`src/rtl/dma_claim_ctrl.sv`:
```
module dma_claim_ctrl #(
  parameter int NCH = 3,
  parameter int CHW = 2,
  localparam int AW = CHW + 5
) (
  input  logic           clk,
  input  logic           rst_n,
  input  logic           bus_wr,
  input  logic           bus_rd,
  input  logic [AW-1:0]  bus_addr,
  input  logic [31:0]    bus_wdata,
  output logic [31:0]    bus_rdata,
  input  logic [NCH-1:0] done_i,
  output logic [NCH-1:0] start_o,
  output logic [63:0]    start_bytes_o,
  output logic [63:0]    start_dst_o,
  output logic [63:0]    start_src_o,
  output logic [3:0]     start_wsize_o,
  output logic [3:0]     start_rsize_o
);

  logic [CHW-1:0] ch;
  logic [2:0]     wsel;
  logic           ch_ok;

  assign ch    = bus_addr[AW-1:5];
  assign wsel  = bus_addr[4:2];
  assign ch_ok = (32'(ch) < NCH);

  logic [NCH-1:0] claim_v, run_v, start_v;
  logic [3:0]     wsz_a [NCH];
  logic [3:0]     rsz_a [NCH];
  logic [63:0]    nb_a  [NCH];
  logic [63:0]    nd_a  [NCH];
  logic [63:0]    ns_a  [NCH];

  for (genvar g = 0; g < NCH; g++) begin : g_ch
    logic        claim, run;
    logic [3:0]  wsz, rsz;
    logic [63:0] nb, nd, ns;
    logic        wr_c, cw;

    assign wr_c = bus_wr && ch_ok && (ch == CHW'(g));
    assign cw   = wr_c && (wsel == 3'd0);
    assign start_v[g] = cw && !run && claim && bus_wdata[0] && bus_wdata[1];

    always_ff @(posedge clk or negedge rst_n) begin
      if (!rst_n) begin
        claim <= 1'b0;
        run   <= 1'b0;
        wsz   <= '0;
        rsz   <= '0;
        nb    <= '0;
        nd    <= '0;
        ns    <= '0;
      end else if (run) begin
        if (done_i[g]) run <= 1'b0;
      end else if (cw) begin
        claim <= bus_wdata[0];
        run   <= claim && bus_wdata[0] && bus_wdata[1];
        if (!claim && bus_wdata[0]) begin
          nb <= '0;
          nd <= '0;
          ns <= '0;
        end
      end else if (wr_c) begin
        case (wsel)
          3'd1: {wsz, rsz} <= bus_wdata[31:24];
          3'd2: nb[31:0]   <= bus_wdata;
          3'd3: nb[63:32]  <= bus_wdata;
          3'd4: nd[31:0]   <= bus_wdata;
          3'd5: nd[63:32]  <= bus_wdata;
          3'd6: ns[31:0]   <= bus_wdata;
          3'd7: ns[63:32]  <= bus_wdata;
          default: ;
        endcase
      end
    end

    assign claim_v[g] = claim;
    assign run_v[g]   = run;
    assign wsz_a[g]   = wsz;
    assign rsz_a[g]   = rsz;
    assign nb_a[g]    = nb;
    assign nd_a[g]    = nd;
    assign ns_a[g]    = ns;
  end

  logic [NCH-1:0] start_q;
  logic [CHW-1:0] sel_q;
  logic           go;

  always_ff @(posedge clk or negedge rst_n) begin
    if (!rst_n) begin
      start_q <= '0;
      sel_q   <= '0;
    end else begin
      start_q <= start_v;
      if (|start_v) sel_q <= ch;
    end
  end

  assign go            = |start_q;
  assign start_o       = start_q;
  assign start_bytes_o = go ? nb_a[sel_q]  : '0;
  assign start_dst_o   = go ? nd_a[sel_q]  : '0;
  assign start_src_o   = go ? ns_a[sel_q]  : '0;
  assign start_wsize_o = go ? wsz_a[sel_q] : '0;
  assign start_rsize_o = go ? rsz_a[sel_q] : '0;

  logic [31:0] rd_val;

  always_comb begin
    rd_val = '0;
    if (ch_ok) begin
      case (wsel)
        3'd0: rd_val = {30'd0, run_v[ch], claim_v[ch]};
        3'd1: rd_val = {wsz_a[ch], rsz_a[ch], 24'd0};
        3'd2: rd_val = nb_a[ch][31:0];
        3'd3: rd_val = nb_a[ch][63:32];
        3'd4: rd_val = nd_a[ch][31:0];
        3'd5: rd_val = nd_a[ch][63:32];
        3'd6: rd_val = ns_a[ch][31:0];
        default: rd_val = ns_a[ch][63:32];
      endcase
    end
  end

  always_ff @(posedge clk or negedge rst_n) begin
    if (!rst_n)      bus_rdata <= '0;
    else if (bus_rd) bus_rdata <= rd_val;
  end

endmodule

```
`config.mk`:
```
export PLATFORM = sky130hd
export DESIGN_NAME = dma_claim_ctrl
export DESIGN_NICKNAME = d
export VERILOG_FILES = /design/src/rtl/dma_claim_ctrl.sv
export SDC_FILE = /design/constraint.sdc
export NUM_CORES = 2
export LEC_CHECK = 0
export ABC_AREA = 1
export CORE_ASPECT_RATIO = 1.5
export CORE_UTILIZATION = 42
export CTS_BUF_LIST = sky130_fd_sc_hd__clkbuf_4
export DETAILED_ROUTE_END_ITERATION = 10
export MAX_ROUTING_LAYER = met4
export SYNTH_ARGS = -nofsm -noshare
export SYNTH_HDL_FRONTEND = slang
export SYNTH_SLANG_ARGS = --single-unit
```
`constraint.sdc`:
```
create_clock -name clk -period 1.7 [get_ports clk]
set_input_delay 0.255 -clock clk [delete_from_list [all_inputs] [get_ports clk]]
set_output_delay 0.255 -clock clk [all_outputs]
set_load 0.02 [all_outputs]
```
==> load_flow_metrics.sql <==
INSERT INTO impl_metrics (metric_group, metric, value, unit) VALUES
('synth', 'netlist_instances', '5195', ''),
('sta', 'timing.clock.skew', '0.0707', 'ns'),
('critical_path', 'critical_path.max_stage_delay', '0.54', 'ns'),
('drt', 'postRouteAntennaNets', '0', ''),
('global_routing', 'grt_pass1_vias', '39700', ''),
('drt', 'total_wire_length_after_detailed_routing', '189000', 'um'),
('critical_path', 'critical_path.n_buffers_inverters', '6', ''),
('floorplan', 'placeableCoreArea', '82800', 'um2'),
('pwr', 'power.static_leakage', '24.6', 'nW'),
('critical_path', 'worst-r2r-setup-slack', '-0.05', 'ns'),
('critical_path', 'crit_path_end_kind', 'output port', ''),
('floorplan', 'fp.dieArea', '85200', 'um2'),
('status', 'violations', 'negative setup slack', ''),
('sta', 'finalCritPeriodShare', '1.88', ''),
('clock_network', 'h-tree-depth', '4', ''),
('cells_and_area', 'final-seq-area', '16100', 'um2'),
('drt', 'drcViolationCount', '0', ''),
('placed_design', 'globalplace.congestion', '1.00', ''),
('critical_path', 'critPathRequiredTime', '1.44', 'ns'),
('sta', 'fmax', '0.313', 'GHz'),
('drt', 'via_per_inst', '5.61', ''),
('worst_hold_path', 'min_path_cells', '6', ''),
('synth', 'area_leader_netlist', 'sky130_fd_sc_hd__dfrtp_1', ''),
('synth', 'post_synth_main_area_contributors', 'sky130_fd_sc_hd__dfrtp_1, sky130_fd_sc_hd__nand2_1, sky130_fd_sc_hd__nand3_1', ''),
('synth', 'synth-edff-count', '0', ''),
('synth', 'post-synth-top-count-cell', 'sky130_fd_sc_hd__nand2_1', ''),
('global_routing', 'initial_antenna_violation_count', '7', ''),
('sta', 'final.hold.worst_slack', '0.106', 'ns'),
('critical_path', 'cp_common_cell', 'sky130_fd_sc_hd__buf_4', ''),
('floorplan', 'placementRows', '129', ''),
('critical_path', 'cp_cell_sequence', 'buf_12, inv_16, buf_16, buf_4, o21ai_0, a21oi_2, buf_4, buf_4', ''),
('synth', 'synth_sequential_area_ratio', '0.456', ''),
('sta', 'pin_slew_with_the_least_headroom_to_its_limit', '1.08', 'ns'),
('global_routing', 'grt_pass1_wl', '271000', 'um'),
('clock_network', 'clock_path_buffers', '3', ''),
('placed_design', 'io_buf_count', '278', ''),
('pwr', 'ir_worst_vdd', '0.682', 'mV'),
('clock_network', 'cts_tree', 'done', ''),
('synth', 'synth_nets', '5241', ''),
('sta', 'fin_ws', '-1.49', 'ns'),
('global_routing', 'globalRoute.totalOverflow', '0', ''),
('job', 'max_cap_viol_count', '0', ''),
('clock_network', 'cts_root_buf', 'sky130_fd_sc_hd__clkbuf_4', ''),
('clock_network', 'clock_sinks', '643', ''),
('status', 'run_status', 'complete, but fails checks', ''),
('clock_network', 'cts-buffers-inserted', '170', ''),
('cells_and_area', 'final.fill_count', '7910', ''),
('global_routing', 'grt_usage', '0.458', ''),
('global_routing', 'grt_start_max_net_pins', '72', ''),
('clock_network', 'clk_latency', '1.18', 'ns'),
('sta', 'report.final.setup_viol', '257', ''),
('synth', 'synthFlopType', 'sky130_fd_sc_hd__dfrtp_1', ''),
('pwr', 'power-per-cell-area', '974', 'nW/um2'),
('synth', 'synth.avg_cell_area', '6.79', 'um2'),
('sta', 'final-hold-violation-count', '0', ''),
('drt', 'detail_route.iter0.violations', '4306', ''),
('floorplan', 'floorplan.initialDensity', '0.426', ''),
('synth', 'yosys-top-cells-count', 'sky130_fd_sc_hd__nand2_1, sky130_fd_sc_hd__dfrtp_1, sky130_fd_sc_hd__nor2_1, sky130_fd_sc_hd__nand3_1, sky130_fd_sc_hd__a21oi_1', ''),
('critical_path', 'critPathSlowestCell', 'sky130_fd_sc_hd__dfrtp_4', ''),
('critical_path', 'path_max_fanout', '7', ''),
('cells_and_area', 'layout-drive-gt1-share', '0.239', ''),
('critical_path', 'timing.reg2reg.worst_path_depth', '10', ''),
('sta', 'slew-limit-headroom', '0.274', ''),
('critical_path', 'critical_path_class', 'reg -> out', ''),
('synth', 'unique_masters_post_synth', '29', ''),
('floorplan', 'die-width', '239', 'um'),
('synth', 'synth_seq_cells', '643', ''),
('cells_and_area', 'multiInputGateArea', '17700', 'um2'),
('cells_and_area', 'final_nets', '6084', ''),
('drt', 'routed-via-count', '40800', ''),
('worst_hold_path', 'worstHoldPathType', 'in -> reg', '');
-- worst reg2reg max path, cell delays in order, from the launching register on --
cell and delay [ns]:
sky130_fd_sc_hd__dfrtp_1 0.40, sky130_fd_sc_hd__nor2_1 0.18, sky130_fd_sc_hd__nor2_1 0.08, sky130_fd_sc_hd__nor2_1 0.09, sky130_fd_sc_hd__buf_4 0.14, sky130_fd_sc_hd__inv_2 0.11
sky130_fd_sc_hd__a21oi_4 0.19, sky130_fd_sc_hd__inv_2 0.12, sky130_fd_sc_hd__buf_4 0.20, sky130_fd_sc_hd__nand2_1 0.07, sky130_fd_sc_hd__nand2_1 0.05
-- timing repair --
| action | 4_1_cts | 5_1_grt |
|---|---|---|
| buffers inserted | 9 | 18 |
| resized for setup | 579 | 289 |
| hold endpoints to repair | 840 | 0 |
| setup endpoints to repair | 243 | 370 |
| gates cloned | 8 | 7 |
| pin swaps | 20 | 22 |
| hold buffers | 26 | 0 |
-- flip-flops by register name (all words and copies together), names as in the netlist --
register	flops
bus_rdata	32
g_ch.claim	3
g_ch.nb	192
g_ch.nd	192
g_ch.ns	192
g_ch.rsz	12
g_ch.run	3
g_ch.wsz	12
sel_q	2
start_o	3
-- routing by layer --
| metal | track usage | up-vias | wire length, um |
|---|---|---|---|
| li1 | - | 18300 | - |
| met1 | 0.499 | 19300 | 65300 |
| met2 | 0.694 | 2476 | 85100 |
| met3 | 0.0852 | 773 | 16000 |
| met4 | 0.450 | 0 | 22900 |
| met5 | - | - | 0 |
-- kinds of logic (layout without fill, tap and decap cells) --
kind of cell / count (synthesis) / count (layout) / synth area share
compound gates: 843 / 843 / 0.125
buf+inv: 666 / 1623 / 0.0749
flops: 643 / 643 / 0.456
other cells: 0 / 13 / 0
simple gates: 3043 / 3043 / 0.344
-- placed cells by master, fill, tap and decap left out, types with 145 or more instances in the layout --
| cell | count |
|---|---|
| sky130_fd_sc_hd__a21oi_1 | 145 |
| sky130_fd_sc_hd__a21oi_2 | 169 |
| sky130_fd_sc_hd__buf_12 | 149 |
| sky130_fd_sc_hd__buf_4 | 646 |
| sky130_fd_sc_hd__clkbuf_4 | 244 |
| sky130_fd_sc_hd__dfrtp_1 | 641 |
| sky130_fd_sc_hd__inv_1 | 277 |
| sky130_fd_sc_hd__nand2_1 | 2016 |
| sky130_fd_sc_hd__nand3_1 | 477 |
| sky130_fd_sc_hd__nor2_1 | 509 |
| sky130_fd_sc_hd__o21ai_0 | 217 |
| sky130_fd_sc_hd__o21ai_1 | 230 |
-- through the flow --
stage	instances	total power, W	area, um2	setup WS (ns)	setup TNS [ns]
finish	7278	0.0477	48900	-1.49	-295.50
global route	7278	0.0500	48900	-1.59	-329.85
CTS	7241	0.0472	48500	-1.58	-319.75
detailed placement	6912	0.0331	45700	-0.704	-447.40
global placement	6912	0.0329	45700	-0.724	-436.64
floorplan	5195	0.0267	36000	-0.0281	-0.393
-- worst max-delay path by stage --
stage	slack, ns	from	depth (start not counted)	endpoint
after floorplan	-0.03	sel_q[0]$_DFFE_PN0P_	6	start_src_o[52]
after global placement	-0.72	bus_addr[4]	11	bus_rdata[8]$_DFFE_PN0P_
after detailed placement	-0.70	bus_addr[3]	12	bus_rdata[11]$_DFFE_PN0P_
after CTS	-1.58	sel_q[0]$_DFFE_PN0P_	8	start_dst_o[52]
after global routing	-1.59	sel_q[0]$_DFFE_PN0P_	7	start_bytes_o[34]
final	-1.49	sel_q[0]$_DFFE_PN0P_	8	start_dst_o[52]
-- where the power goes --
part / internal [W] / switching (W)
registers: 0.0184 / 0.00249
clock network: 0.00668 / 0.00704
logic: 0.00525 / 0.00781
-- final cells by class --
class	instances	area share
multi-input combinational	3886	0.361
antenna	13	0.000665
timing repair buffer	1031	0.215
tap	1113	0.0285
timing repair inverter	2	0.000588
clock buffer	244	0.0374
clock inverter	42	0.00396
sequential	643	0.329
inverter	304	0.0239
Power figures use the tool's default switching activity.
